[config.mk]
export PLATFORM = sky130hd
export DESIGN_NAME = tsnap_regfile
export DESIGN_NICKNAME = d
export VERILOG_FILES = /design/src/rtl/tsnap_pkg.sv /design/src/rtl/tsnap_ctrl.sv /design/src/rtl/tsnap_datapath.sv /design/src/rtl/tsnap_regfile.sv
export SDC_FILE = /design/constraint.sdc
export NUM_CORES = 1
export LEC_CHECK = 0
export ABC_AREA = 1
export ABC_CLOCK_PERIOD_IN_PS = 2800
export CORE_ASPECT_RATIO = 2
export CORE_MARGIN = 2
export CORE_UTILIZATION = 40
export DETAILED_ROUTE_END_ITERATION = 8
export GPL_TIMING_DRIVEN = 0
export MAX_ROUTING_LAYER = met4
export PLACE_DENSITY = 0.56
export SKIP_LAST_GASP = 1
export SLEW_MARGIN = 15
export SYNTH_ARGS = -nofsm -noshare
export SYNTH_HDL_FRONTEND = slang
export SYNTH_SLANG_ARGS = --single-unit
[constraint.sdc]
create_clock -name clk -period 2.8 [get_ports clk]
set_input_delay 0.56 -clock clk [delete_from_list [all_inputs] [get_ports clk]]
set_output_delay 0.56 -clock clk [all_outputs]
set_load 0.02 [all_outputs]
[src/rtl/tsnap_pkg.sv]
package tsnap_pkg;

  // One cycle's decoded work for the datapath.
  typedef struct packed {
    logic capture;    // reload time copy from live clock
    logic storeRam;   // write data byte into general storage
    logic storeCtrl;  // write data byte into control entry
    logic loadTime;   // forward data byte to the running clock
  } dpCmd_t;

endpackage

[src/rtl/tsnap_ctrl.sv]
module tsnap_ctrl
  import tsnap_pkg::*;
#(
  parameter int ADDR_W     = 6,
  parameter int SNAP_BYTES = 7
) (
  input  logic              clk,
  input  logic              rstN,
  input  logic              startWr,
  input  logic              startRd,
  input  logic              wrEn,
  input  logic              rdEn,
  input  logic [ADDR_W-1:0] wrPtrBits,
  output dpCmd_t            cmd,
  output logic [ADDR_W-1:0] ptrQ,
  output logic              addrPhaseQ
);

  localparam logic [ADDR_W-1:0] CTRL_ADDR = ADDR_W'(SNAP_BYTES);
  localparam logic [ADDR_W-1:0] LAST_ADDR = '1;

  logic acceptRd, acceptWrStart, acceptWr, acceptRead;
  logic addrByte, dataByte, advance, wrapHit;

  // Fixed priority: startRd > startWr > wrEn > rdEn.
  always_comb begin
    acceptRd      = startRd;
    acceptWrStart = startWr & ~startRd;
    acceptWr      = wrEn & ~startRd & ~startWr;
    acceptRead    = rdEn & ~startRd & ~startWr & ~wrEn;
  end

  always_comb begin
    addrByte = acceptWr & addrPhaseQ;
    dataByte = acceptWr & ~addrPhaseQ;
    advance  = dataByte | acceptRead;
    wrapHit  = advance && (ptrQ == LAST_ADDR);
  end

  always_comb begin
    cmd.capture   = acceptRd | wrapHit;
    cmd.loadTime  = dataByte && (ptrQ < CTRL_ADDR);
    cmd.storeCtrl = dataByte && (ptrQ == CTRL_ADDR);
    cmd.storeRam  = dataByte && (ptrQ > CTRL_ADDR);
  end

  always_ff @(posedge clk) begin
    if (!rstN) begin
      ptrQ       <= '0;
      addrPhaseQ <= 1'b0;
    end else begin
      if (acceptWrStart) addrPhaseQ <= 1'b1;
      else if (addrByte) addrPhaseQ <= 1'b0;

      if (addrByte)     ptrQ <= wrPtrBits;
      else if (advance) ptrQ <= ptrQ + ADDR_W'(1);
    end
  end

endmodule

[src/rtl/tsnap_datapath.sv]
module tsnap_datapath
  import tsnap_pkg::*;
#(
  parameter int          DATA_W     = 8,
  parameter int          ADDR_W     = 6,
  parameter int          SNAP_BYTES = 7,
  parameter logic [7:0]  CTRL_MASK  = 8'hB3,
  parameter int          OSF_BIT    = 5
) (
  input  logic                         clk,
  input  logic                         rstN,
  input  dpCmd_t                       cmd,
  input  logic [ADDR_W-1:0]            ptr,
  input  logic [DATA_W-1:0]            wrData,
  input  logic [SNAP_BYTES*DATA_W-1:0] timeNow,
  input  logic                         oscStopEvt,
  output logic [DATA_W-1:0]            rdData,
  output logic [DATA_W-1:0]            ctrlByte,
  output logic                         timeLoadEn,
  output logic [$clog2(SNAP_BYTES)-1:0] timeLoadIdx,
  output logic [DATA_W-1:0]            timeLoadData
);

  localparam int DEPTH     = 1 << ADDR_W;
  localparam int RAM_BASE  = SNAP_BYTES + 1;
  localparam int RAM_DEPTH = DEPTH - RAM_BASE;
  localparam int IDX_W     = $clog2(SNAP_BYTES);
  localparam logic [DATA_W-1:0] OSF_MASK = DATA_W'(1) << OSF_BIT;
  localparam logic [DATA_W-1:0] KEEP_MASK = DATA_W'(CTRL_MASK);

  logic [DATA_W-1:0] snapQ [SNAP_BYTES];
  logic [DATA_W-1:0] ramQ  [RAM_DEPTH];
  logic [DATA_W-1:0] ctrlQ, ctrlNext;
  logic [ADDR_W-1:0] ramIdx;

  assign ramIdx = ptr - ADDR_W'(RAM_BASE);

  // Time copy: one register per field.
  for (genvar i = 0; i < SNAP_BYTES; i++) begin : g_snap
    always_ff @(posedge clk) begin
      if (!rstN)            snapQ[i] <= '0;
      else if (cmd.capture) snapQ[i] <= timeNow[i*DATA_W +: DATA_W];
    end
  end

  // General storage.
  always_ff @(posedge clk) begin
    if (!rstN) begin
      for (int j = 0; j < RAM_DEPTH; j++) ramQ[j] <= '0;
    end else if (cmd.storeRam) begin
      ramQ[ramIdx] <= wrData;
    end
  end

  // Control entry: reserved bits dropped, flag clear-only by write,
  // stop detect sets and wins.
  always_comb begin
    ctrlNext = ctrlQ;
    if (cmd.storeCtrl)
      ctrlNext = (wrData & KEEP_MASK & ~OSF_MASK) | (wrData & ctrlQ & OSF_MASK);
    if (oscStopEvt)
      ctrlNext = ctrlNext | OSF_MASK;
  end

  always_ff @(posedge clk) begin
    if (!rstN) ctrlQ <= '0;
    else       ctrlQ <= ctrlNext;
  end

  always_comb begin
    if (ptr < ADDR_W'(SNAP_BYTES))       rdData = snapQ[ptr[IDX_W-1:0]];
    else if (ptr == ADDR_W'(SNAP_BYTES)) rdData = ctrlQ;
    else                                 rdData = ramQ[ramIdx];
  end

  assign ctrlByte     = ctrlQ;
  assign timeLoadEn   = cmd.loadTime;
  assign timeLoadIdx  = ptr[IDX_W-1:0];
  assign timeLoadData = wrData;

endmodule

[src/rtl/tsnap_regfile.sv]
module tsnap_regfile
  import tsnap_pkg::*;
#(
  parameter int          DATA_W     = 8,
  parameter int          ADDR_W     = 6,
  parameter int          SNAP_BYTES = 7,
  parameter logic [7:0]  CTRL_MASK  = 8'hB3,
  parameter int          OSF_BIT    = 5
) (
  input  logic                          clk,
  input  logic                          rstN,
  input  logic                          startWr,
  input  logic                          startRd,
  input  logic                          wrEn,
  input  logic [DATA_W-1:0]             wrData,
  input  logic                          rdEn,
  output logic [DATA_W-1:0]             rdData,
  input  logic [SNAP_BYTES*DATA_W-1:0]  timeNow,
  input  logic                          oscStopEvt,
  output logic                          timeLoadEn,
  output logic [$clog2(SNAP_BYTES)-1:0] timeLoadIdx,
  output logic [DATA_W-1:0]             timeLoadData
);

  dpCmd_t            cmd;
  logic [ADDR_W-1:0] ptrQ;
  logic              addrPhaseQ;
  logic [DATA_W-1:0] ctrlByte;

  tsnap_ctrl #(
    .ADDR_W    (ADDR_W),
    .SNAP_BYTES(SNAP_BYTES)
  ) u_ctrl (
    .clk       (clk),
    .rstN      (rstN),
    .startWr   (startWr),
    .startRd   (startRd),
    .wrEn      (wrEn),
    .rdEn      (rdEn),
    .wrPtrBits (wrData[ADDR_W-1:0]),
    .cmd       (cmd),
    .ptrQ      (ptrQ),
    .addrPhaseQ(addrPhaseQ)
  );

  tsnap_datapath #(
    .DATA_W    (DATA_W),
    .ADDR_W    (ADDR_W),
    .SNAP_BYTES(SNAP_BYTES),
    .CTRL_MASK (CTRL_MASK),
    .OSF_BIT   (OSF_BIT)
  ) u_dp (
    .clk         (clk),
    .rstN        (rstN),
    .cmd         (cmd),
    .ptr         (ptrQ),
    .wrData      (wrData),
    .timeNow     (timeNow),
    .oscStopEvt  (oscStopEvt),
    .rdData      (rdData),
    .ctrlByte    (ctrlByte),
    .timeLoadEn  (timeLoadEn),
    .timeLoadIdx (timeLoadIdx),
    .timeLoadData(timeLoadData)
  );

endmodule

* Yosys cells after proc, flatten, opt, wreduce, memory -nomap -nowiden
Memories as Yosys holds them, arrays and structs flattened. A register that Yosys moved wholly into a read port is not among the register bits. Index checks and enable logic that the tools add are counted.
Storage, ports and cells: flip-flop bits (word level) 15, bits in writable memories 504, bits of input ports 71, output and inout bits 20, word-level logic and storage cells 70, memories 2
Operators by class: $add $sub $neg 2, order comparisons 2, equality and inequality tests 2, muxes and demuxes 27, bitwise logic cells 23, reductions and logical operators 8
Memory list:
- u_dp.ramQ | words 56, width 8, rd ports 1, clocked after memory_dff 0, write ports 56, line tsnap_datapath.sv:32 | logic [DATA_W-1:0] ramQ [RAM_DEPTH];
- u_dp.snapQ | words 7, width 8, rd ports 1, clocked after memory_dff 1, write ports 7, line tsnap_datapath.sv:31 | logic [DATA_W-1:0] snapQ [SNAP_BYTES];
Operator list (count):
- two-way mux 8 bit | 11
- two-way mux 6 bit | 4
- two-way mux 1 bit | 10
- bitwise OR 1 bit | 9
- AND 1 bit | 8
- bitwise OR 8 x 6 -> 8 bit | 1
- OR reduction 8 bit | 1
- adder 6 x 1 -> 6 bit (second input constant) | 1
- AND 6 bit | 1
- equality test 6 x 3 -> 1 bit (second input constant) | 1
- equality test 6 bit (second input constant) | 1
- > comparator 6 x 3 -> 1 bit (second input constant) | 1
- < comparator 6 x 3 -> 1 bit (second input constant) | 1
- two-way mux 3 bit | 2
- nonzero test 2 bit | 3
- subtractor 6 x 4 -> 6 bit (second input constant) | 1
- logical AND 1 bit | 4
- NOT 1 bit | 4

* Longest topological paths before layout
Gate-level depths: netlist of run 1.
depth after elaboration 11, mapped depth 15, mapped depth without buffers 13

* By module
A second synthesis of run 1 with hierarchy kept.
Unflattened totals: cell total of the unflattened synthesis 2899, area, all modules 27117.3 um^2
By module, submodules not included:
- tsnap_datapath | times used 1, cells an instance 2807, area each 26580.5 um^2, seq. area each 17156.5 um^2
- tsnap_ctrl | times used 1, cells an instance 92, area each 536.8 um^2, seq. area each 140.1 um^2

* Worst setup path after synthesis of run 1
Ideal clock, no wire load.
path kind reg2reg, start register u_ctrl.ptrQ[3], end memory u_dp.ramQ[60][0] (enable), setup time 0.383 ns, data arrival time 2.373 ns, data required time 2.417 ns, path slack 0.044 ns, cell stages (with the launch flop) 7, buffers on the path 0, clock period less this slack 2.756 ns, path through dfxtp_1 inv_2 ha_1 xnor2_1 nor3_1 clkinv_1 nor3_1
RTL lines:
- start: declaration | line tsnap_ctrl.sv:15 | output logic [ADDR_W-1:0] ptrQ,
- start signal: assignment | line tsnap_ctrl.sv:55 | if (addrByte) ptrQ <= wrPtrBits;
- start signal: assignment | line tsnap_ctrl.sv:56 | else if (advance) ptrQ <= ptrQ + ADDR_W'(1);
- end: declaration | line tsnap_datapath.sv:32

* Worst setup path in the final report of run 1
start register u_ctrl.ptrQ[0], end output rdData[0]
On the way: longest elaborated chain between the ends 4, elaborated cells between the ends (all ways) 6, those cells by class 1 x add/sub; 1 x order compare; 1 x eq/ne; 2 x mux; 1 x memory
Ends and longest elaborated chain:
- subtractor 6 x 4 -> 6 bit | line tsnap_datapath.sv:36 | assign ramIdx = ptr - ADDR_W'(RAM_BASE);
- memory read (56 x 8 bit)
- two-way mux 8 bit | line tsnap_datapath.sv:72 | else if (ptr == ADDR_W'(SNAP_BYTES)) rdData = ctrlQ;
- two-way mux 8 bit * | line tsnap_datapath.sv:71 | if (ptr < ADDR_W'(SNAP_BYTES)) rdData = snapQ[ptr[IDX_W-1:0]];
- end: declaration | line tsnap_regfile.sv:17 | output logic [DATA_W-1:0] rdData,
Every way passes the cells marked *; elsewhere a longest branch is shown, timed or not.

==> results.toml, run 1 <==
[global_routing]
first_global_vias = 23100
antenna_found_initial = 6
track_usage = 0.379
globalRoute.totalOverflow = 0
grt_max_degree = 38
grt_pass1_wl_um = 176000

[placed_design]
dpl_cell_area_mm2 = 0.0295
gp_congestion = 1.02
io_buffers = 90
place_inst = 3995
hpwl_um = 89900
pre_cts_ws_ns = -2.64

[die]
initial_utilization = 0.404
fp-row-count = 135
die_w_um = 189
die_h_um = 374
core_region_area_mm2 = 0.0677
boundaryPins = 91
die_area_mm2 = 0.0707

[clocking]
numCtsBuffers = 52
h-tree-depth = 2
clk_latency_ns = 0.63
cts_tree = "built"
cts.reportedPaths.clkPinSlew_ns = 0.07
clockBufferDepth = 3
cts_hold_buf = 0
clockRootBuffer = "clkbuf_16"
clkSinkCount = 583

[synthesis]
synth_edf_count = 568
async_flop_share = 0
ys_types = 30
synth_most_common_cell = "nand2_1"
yosysTopAreaCellShare = 0.623
synthFlopType = "edfxtp_1"
synthCells = 3010
netlist_top_cells_area = "edfxtp_1 62%, nand2_1 11%, nor2_1 8.7%, inv_1 4.3%, nand3_1 2.1%"
ys_ff_latch = 583
synthTopCellsByCount = "836 x nand2_1, 634 x nor2_1, 568 x edfxtp_1, 315 x inv_1, 143 x clkbuf_1"
syn_area_mm2 = 0.0274
synth_area_per_cell_um2 = 9.10
ys_seq_area_frac = 0.634
synth_warnings = 0
synth_top_area_cell = "edfxtp_1"
synth.net_count = 3085

[setup_path]
start_kind = "flop"
reg2reg_from = "u_ctrl.ptrQ[2]$_SDFFE_PN0N_"
critPathCaptureType = "output pin"
critPathBufInv = 4
cp.arrival_ns = 2.93
max_stage_delay_ns = 0.37
path_cells = "buf_12 -> clkbuf_16 -> clkbuf_16 -> nand2_1 -> nand3_1 -> nand2_1 -> o21ai_2 -> nand2_4 -> nor2_2 -> nand3_1 -> nand3_1 -> nand2_1 -> buf_6"
worst_ep_required_time_ns = 2.24
critical-path-top-delay-family = "simple AND/OR/NAND/NOR gates"
cp_slowest_cell = "dfxtp_4"
worstPathMaxFanout = 12
crit_path_start = "u_ctrl.ptrQ[0]$_SDFFE_PN0N_"
crit_type = "flop to output pin"

[routing]
first_iter_violations = 2754
detail_route.wl_per_cell_um = 31.3
drtAntennaViolNets = 0
drt-total-wl_um = 131000
vias = 23500
viasPerCell = 5.61
firstDrtPassIters = 6
post-route-drc-count = 0

[timing]
finalSetupTns_ns = -5.62
setup_violations = 19
finalCritPeriodShare = 1.25
period_minus_slack_ns = 3.49
slew_viol_final = 0
slew_headroom = 0.202
fmax_ghz = 0.286
tightestPinTransition_ns = 1.20
rsz0062_at_grt = "true"
layout_setup_ws_ns = -0.694
hold_violations = 0
fin_skew_ns = 0.0250

[min_path]
hold_path_class = "flop to flop"
hold_start = "u_dp.ctrlByte[5]$_SDFFE_PN0P_"

[power]
power_density_mw_per_mm2 = 577
leakage_nw = 14.8
p_total_mw = 20.0
peakVddDrop_uv = 544

[layout]
drive_above_1_share = 0.184
synthToLayoutAreaGrowth_pct = 26.5
instances_no_fill = 4196
final_area_mm2 = 0.0346
fin_nets = 3336

[run_status]
status = "finished, violations left"
failed_checks = "negative setup slack"

[flow_run]
cap_violations = 0
==> layer usage <==
layer  up-vias  track usage  routed length, µm  share of wire
li1      10100            -                  -              -
met1     11400        0.371              40600           0.31
met3       559       0.0693              10600          0.080
met5         -            -                  0              0
met4         0        0.326              15000           0.11
met2      1393        0.642              65100           0.50
==> path summary, 6_finish.rpt <==
path,end,slack (ns),cells past startpoint
worst max-delay path,rdData[0],-0.69,13
worst min-delay path,u_dp.ctrlByte[5]$_SDFFE_PN0P_,0.50,2
worst max register to register,u_dp.ramQ[62][3]$_DFFE_PP_,0.03,9
worst min register to register,u_dp.ctrlByte[5]$_SDFFE_PN0P_,0.50,2
==> worst min-delay path: cells and delay by family, from the launching register on <==
family / cells / cell delay, ns
AOI/OAI and AO/OA: 1 / 0.07
DFF: 1 / 0.33
and+or+nand+nor: 1 / 0.07
==> registers in the layout, indices dropped and copies added, names as in the netlist, named ones only <==
register and flops:
u_dp.ramQ 512, u_ctrl.addrPhaseQ 1, u_dp.ctrlByte 5, u_ctrl.ptrQ 6
u_dp.snapQ 56
==> metrics by stage <==
stage                     utilization  hold slack [ns]
after floorplan                     -            0.448
after global placement          0.434            0.462
after detailed placement        0.436            0.481
after CTS                       0.503            0.496
after global routing            0.511            0.531
final                           0.511            0.501
==> kinds of logic after synthesis <==
family,count (synthesis),synth area share
AOI/OAI and AO/OA,236,0.0480
muxes,1,0.000365
and+or+nand+nor,1682,0.245
xor gates and xnor gates,1,0.000320
DFF,583,0.634
adders and majority gates,4,0.00183
buffers and inverters,503,0.0710
==> placed cells by master, fill, tap and decap left out, drive strengths merged, types with 2 or more instances in the layout <==
cell type and count:
nand2 887, nor2 640, edfxtp 568, inv 324, clkbuf 210, buf 152
nand3 116, o21ai 111, clkdlybuf4s50 79, a21oi 71, o211ai 47, or2 24
clkinv 19, dfxtp 15, nor3 15, diode 6, ha 4, clkinvlp 3
bufinv 3, o22ai 3, dlygate4sd2 2
==> timing repair <==
| action | CTS | global route |
|---|---|---|
| setup endpoints to repair | 1062 | 418 |
| resized for setup | 626 | 82 |
| gates cloned | 10 | 5 |
| setup buffers | 68 | 24 |
| pin swaps | 64 | 41 |
==> cell type report <==
| class | instances | area (µm²) |
|---|---|---|
| fillers | 6278 | 33100 |
| flip-flops and latches | 583 | 17400 |
| multi-input cells | 1924 | 9020 |
| repair buffers | 200 | 2130 |
| plain buffers | 173 | 2110 |
| clock buffers | 71 | 1410 |
| inverters | 326 | 1270 |
| well taps | 890 | 1110 |
| clock inverters | 22 | 184 |
| diodes | 6 | 15.0 |
| repair inverters | 1 | 8.76 |
==> power by group <==
part | switching [mW] | total (mW) | internal (mW)
combinational | 1.96 | 2.87 | 0.908
clock | 3.37 | 7.17 | 3.81
sequential | 0.0979 | 9.94 | 9.84
Power figures use the tool's default switching activity.
==> run 2: changes to the inputs <==
--- a/config.mk
+++ b/config.mk
@@ -6,14 +6,14 @@
 export NUM_CORES = 1
 export LEC_CHECK = 0
 export ABC_AREA = 1
-export ABC_CLOCK_PERIOD_IN_PS = 2800
+export ABC_CLOCK_PERIOD_IN_PS = 4100
 export CORE_ASPECT_RATIO = 2
 export CORE_MARGIN = 2
 export CORE_UTILIZATION = 40
 export DETAILED_ROUTE_END_ITERATION = 8
 export GPL_TIMING_DRIVEN = 0
 export MAX_ROUTING_LAYER = met4
-export PLACE_DENSITY = 0.56
+export PLACE_DENSITY = 0.54
 export SKIP_LAST_GASP = 1
 export SLEW_MARGIN = 15
 export SYNTH_ARGS = -nofsm -noshare
==> constraint.sdc (replaced) <==
create_clock -name clk -period 4.1 [get_ports clk]
set_input_delay 0.82 -clock clk [delete_from_list [all_inputs] [get_ports clk]]
set_output_delay 0.82 -clock clk [all_outputs]
set_load 0.02 [all_outputs]
==> results.toml, run 2 (synthesized netlist as in run 1, its figures left out) <==
[run_status]
status = "finished, violations left"
failed_checks = "negative setup slack"

[timing]
period_minus_slack_ns = 4.17
slew_viol_final = 0
setup_violations = 1
layout_setup_ws_ns = -0.0734
fin_skew_ns = 0.0223
finalCritPeriodShare = 1.02
finalSetupTns_ns = -0.0734
hold_violations = 0
fmax_ghz = 0.240
rsz0062_at_grt = "true"
tightestPinTransition_ns = 1.33
slew_headroom = 0.113

[setup_path]
cp.arrival_ns = 3.35
crit_path_start = "u_ctrl.ptrQ[0]$_SDFFE_PN0N_"
worstRegToRegCells = 10
timing.rr.end = "u_dp.ramQ[28][7]$_SDFFCE_PN0P_"
r2r_setup_slack_ns = 0.36
critPathCaptureType = "output pin"
worst_ep_required_time_ns = 3.28
start_kind = "flop"
reg2reg_from = "u_ctrl.ptrQ[5]$_SDFFE_PN0N_"
worstPathMaxFanout = 10
critPathBufInv = 5
cp-endpoint = "rdData[4]"
path_depth = 14
cp_slowest_cell = "dfxtp_2"
critical-path-top-delay-family = "buffers and inverters"
max_stage_delay_ns = 0.37
crit_type = "flop to output pin"
path_cells = "buf_6 -> inv_4 -> clkbuf_8 -> clkbuf_8 -> nand2_1 -> nand3_1 -> nand2_1 -> o21ai_4 -> nand2_1 -> nor2_4 -> nand3_2 -> nand3_1 -> nand2_1 -> dlygate4sd2_1"
cp_common_cell = "nand2_1"

[die]
boundaryPins = 91
initial_utilization = 0.404
core_region_area_mm2 = 0.0677
die_h_um = 374
die_area_mm2 = 0.0707
fp-row-count = 135
die_w_um = 189

[placed_design]
io_buffers = 90
gp_congestion = 1.01
hpwl_um = 95500

[power]
peakVddDrop_uv = 322
power_density_mw_per_mm2 = 420
p_total_mw = 13.7
leakage_nw = 14.0

[global_routing]
first_global_vias = 22700
antenna_found_initial = 10
grt_pass1_wl_um = 176000
grt_max_degree = 57
track_usage = 0.381
globalRoute.totalOverflow = 0

[clocking]
cts_hold_buf = 0
cts_tree = "built"
clk_latency_ns = 0.63
cts.reportedPaths.clkPinSlew_ns = 0.06
numCtsBuffers = 53
clkSinkCount = 583
clockRootBuffer = "clkbuf_16"
clockBufferDepth = 3
h-tree-depth = 2

[routing]
detail_route.wl_per_cell_um = 31.8
first_iter_violations = 2612
viasPerCell = 5.58
vias = 23000
firstDrtPassIters = 5
drt-total-wl_um = 131000
post-route-drc-count = 0
drtAntennaViolNets = 0

[layout]
final.fill_count = 6510
drive_above_1_share = 0.115
most-common-layout-cells = "827 x nand2_1, 623 x nor2_1, 568 x edfxtp_1, 315 x inv_1, 112 x nand3_1"
regMostFlops = "u_dp.ramQ"
mostFrequentLayoutCell = "nand2_1"
reg.largest.list = "u_dp.ramQ: 512 flops, u_dp.snapQ: 56 flops, u_ctrl.ptrQ: 6 flops"
largest_reg_flops = 512
synthToLayoutAreaGrowth_pct = 19.1
fin_nets = 3250

[flow_run]
cap_violations = 0

[min_path]
hold_path_class = "flop to flop"
-- run 2: cell count changes in the layout (fill, tap and decap cells not counted), sizes merged, moves of 2 or more --
cell | previous run | this run
clkbuf | 210 | 206
diode | 6 | 9
bufinv | 3 | 6
clkinvlp | 3 | 1
clkdlybuf4s50 | 79 | 82
buf | 152 | 65
clkinv | 19 | 22
inv | 324 | 326
-- run 2: how the worst min path moves through the flow --
stage	from	end	slack (ns)	cells after the start
after floorplan	u_dp.ctrlByte[5]$_SDFFE_PN0P_	u_dp.ctrlByte[5]$_SDFFE_PN0P_	0.45	2
after global placement	u_dp.ctrlByte[5]$_SDFFE_PN0P_	u_dp.ctrlByte[5]$_SDFFE_PN0P_	0.46	2
after detailed placement	u_dp.ctrlByte[5]$_SDFFE_PN0P_	u_dp.ctrlByte[5]$_SDFFE_PN0P_	0.47	2
after CTS	u_dp.ctrlByte[5]$_SDFFE_PN0P_	u_dp.ctrlByte[5]$_SDFFE_PN0P_	0.49	2
after global routing	u_dp.ctrlByte[5]$_SDFFE_PN0P_	u_dp.ctrlByte[5]$_SDFFE_PN0P_	0.53	2
final	u_dp.ctrlByte[5]$_SDFFE_PN0P_	u_dp.ctrlByte[5]$_SDFFE_PN0P_	0.49	2
-- run 2: tightest hold or removal path, cell delays in order (launching register included) --
cell and delay (ns):
dfxtp_1 0.33, a21oi_1 0.06, nor2_1 0.07
-- run 2: area by class of cell --
class                           count  area [µm²]  area share
Antenna cell                        9        22.5    0.000690
Buffer                            177        1590      0.0486
Clock buffer                       69        1470      0.0450
Clock inverter                     29         292     0.00893
Inverter                          326        1230      0.0378
Multi-Input combinational cell   1924        8440       0.259
Sequential cell                   583       17400       0.532
Tap cell                          890        1110      0.0341
Timing Repair Buffer              110        1110      0.0339
-- run 2: where the power goes --
group	switching [mW]	leakage, nW	internal, mW
clock	2.36	0.865	2.90
combinational	1.23	7.17	0.432
sequential	0.0687	5.93	6.72
-- run 2: metrics by stage --
stage | setup WS, ns | cell area [µm²] | util | hold slack [ns] | instances
global route | -0.0742 | 32600 | 0.482 | 0.530 | 4116
global placement | -1.80 | 29400 | 0.434 | 0.462 | 3990
finish | -0.0734 | 32600 | 0.482 | 0.490 | 4117
detailed placement | -1.77 | 29500 | 0.436 | 0.474 | 3997
CTS | -0.121 | 32500 | 0.480 | 0.490 | 4107
floorplan | 1.11 | 27400 | - | 0.448 | 3010
-- run 2: layer usage --
layer  vias to the layer above  GRT usage  routed length, µm
li1                       9975          -                  -
met4                         0      0.370              16000
met5                         -          -                  0
met3                       530     0.0637               9400
met2                      1293      0.648              65900
met1                     11200      0.357              39600
-- run 2: what timing repair did --
item,4_1_cts,5_1_grt
hold endpoints to repair,0,0
setup buffers,12,1
pin swaps,9,4
setup endpoints to repair,482,8
resized for setup,347,40
==> run 3: changes to the inputs <==
--- a/config.mk
+++ b/config.mk
@@ -19,3 +19,4 @@
 export SYNTH_ARGS = -nofsm -noshare
 export SYNTH_HDL_FRONTEND = slang
 export SYNTH_SLANG_ARGS = --single-unit
+export TNS_END_PERCENT = 1
==> results.toml, run 3 (synthesized netlist as in run 1, its figures left out) <==
[die]
fp-row-count = 135
die_h_um = 374
boundaryPins = 91
core_region_area_mm2 = 0.0677
initial_utilization = 0.404
die_w_um = 189
die_area_mm2 = 0.0707

[routing]
viasPerCell = 5.56
first_iter_violations = 2607
firstDrtPassIters = 6
detail_route.wl_per_cell_um = 31.7
vias = 22900
drtAntennaViolNets = 0
drt-total-wl_um = 131000
post-route-drc-count = 0

[layout]
final.fill_count = 6512
utilization = 0.480
fin_nets = 3248
drive_above_1_share = 0.109
ff_latch_area_mm2 = 0.0174
synthToLayoutAreaGrowth_pct = 18.8
most-common-layout-cells = "830 x nand2_1, 624 x nor2_1, 568 x edfxtp_1, 315 x inv_1, 113 x nand3_1"
multi_input_area_mm2 = 0.00841
largest_reg_flops = 512
regMostFlops = "u_dp.ramQ"
reg.largest.list = "u_dp.ramQ: 512 flops, u_dp.snapQ: 56 flops, u_ctrl.ptrQ: 6 flops"
mostFrequentLayoutCell = "nand2_1"

[run_status]
status = "finished, violations left"
failed_checks = "negative setup slack"

[placed_design]
pre_cts_ws_ns = -1.77
io_buffers = 90
gp_congestion = 1.01
hpwl_um = 95500

[flow_run]
cap_violations = 0

[global_routing]
track_usage = 0.381
grt_max_degree = 57
first_global_vias = 22800
grt_pass1_wl_um = 175000
antenna_found_initial = 12
globalRoute.totalOverflow = 0

[timing]
tightestPinTransition_ns = 1.31
slew_viol_final = 0
setup_violations = 7
period_minus_slack_ns = 4.21
layout_setup_ws_ns = -0.109
fmax_ghz = 0.238
slew_headroom = 0.124
rsz0062_at_grt = "true"
fin_skew_ns = 0.0229
finalCritPeriodShare = 1.03
hold_violations = 0

[setup_path]
worstPathMaxFanout = 10
cp.arrival_ns = 3.39
cp_slowest_cell = "dfxtp_2"
max_stage_delay_ns = 0.41
worst_ep_required_time_ns = 3.28
critPathBufInv = 5
crit_type = "flop to output pin"
critPathCaptureType = "output pin"
critical-path-top-delay-family = "buffers and inverters"
r2r_setup_slack_ns = 0.41
path_cells = "buf_4 -> inv_4 -> clkbuf_8 -> clkbuf_4 -> o211ai_1 -> nand2_1 -> nor2_1 -> nor2_1 -> nor2_2 -> nand3_2 -> nand3_1 -> nand2_1 -> dlygate4sd2_1"
start_kind = "flop"

[clocking]
numCtsBuffers = 53
clkSinkCount = 583
h-tree-depth = 2
cts_tree = "built"
clockRootBuffer = "clkbuf_16"
clk_latency_ns = 0.63
cts_hold_buf = 0
clockBufferDepth = 3
cts.reportedPaths.clkPinSlew_ns = 0.07

[power]
leakage_nw = 13.9
peakVddDrop_uv = 325
p_total_mw = 13.7
power_density_mw_per_mm2 = 421

[min_path]
hold_path_class = "flop to flop"
-- run 3: cell types whose count changed in the layout (fill, tap and decap cells not counted), moves of 4 or more --
cell and change:
clkbuf_2 -4, buf_4 +4, o21ai_2 -5, diode_2 +4
o21ai_1 +4, buf_6 -6
-- run 3: path summary, 6_finish.rpt --
check,startpoint,end,cells after the start
worst max-delay path,u_ctrl.ptrQ[0]$_SDFFE_PN0N_,rdData[1],13
worst min register to register,u_dp.ctrlByte[5]$_SDFFE_PN0P_,u_dp.ctrlByte[5]$_SDFFE_PN0P_,2
worst max register to register,u_ctrl.ptrQ[5]$_SDFFE_PN0N_,u_dp.ramQ[21][4]$_SDFFCE_PN0P_,10
worst min-delay path,u_dp.ctrlByte[5]$_SDFFE_PN0P_,u_dp.ctrlByte[5]$_SDFFE_PN0P_,2
-- run 3: final cells by class --
| type | count | area share |
|---|---|---|
| flip-flops and latches | 583 | 0.534 |
| multi-input cells | 1924 | 0.258 |
| plain buffers | 177 | 0.0474 |
| clock buffers | 69 | 0.0451 |
| inverters | 326 | 0.0380 |
| well taps | 890 | 0.0342 |
| repair buffers | 108 | 0.0333 |
| clock inverters | 29 | 0.00896 |
| diodes | 13 | 0.00100 |
-- run 3: through the flow --
step / setup TNS [ns] / hold slack [ns] / instance area [µm²] / std cells
final: -0.441 / 0.486 / 32500 / 4119
after global routing: -0.869 / 0.530 / 32500 / 4115
after CTS: -0.539 / 0.490 / 32500 / 4106
after detailed placement: -170.79 / 0.474 / 29500 / 3997
after global placement: -298.43 / 0.462 / 29400 / 3990
after floorplan: 0 / 0.448 / 27400 / 3010
-- run 3: power by group --
part | leakage [nW] | switching [mW] | internal (mW) | total [mW]
logic | 7.14 | 1.23 | 0.427 | 1.66
registers | 5.92 | 0.0677 | 6.72 | 6.79
clock network | 0.865 | 2.36 | 2.90 | 5.26
-- run 3: routing by layer --
| metal | wire length (µm) | vias to the layer above | track usage |
|---|---|---|---|
| li1 | - | 9977 | - |
| met1 | 39100 | 11100 | 0.351 |
| met2 | 65700 | 1322 | 0.648 |
| met3 | 9990 | 528 | 0.0711 |
| met4 | 16000 | 0 | 0.369 |
| met5 | 0 | - | - |
-- run 3: timing repair --
action	in CTS	in global routing
pin swaps	9	1
endpoints found under the setup margin	482	8
setup buffers	11	0
gates resized for setup	334	19
-- run 3: tightest hold or removal path, cell delays in order (launching register included) --
cell     delay, ns
dfxtp_1       0.32
a21oi_1       0.06
nor2_1        0.07
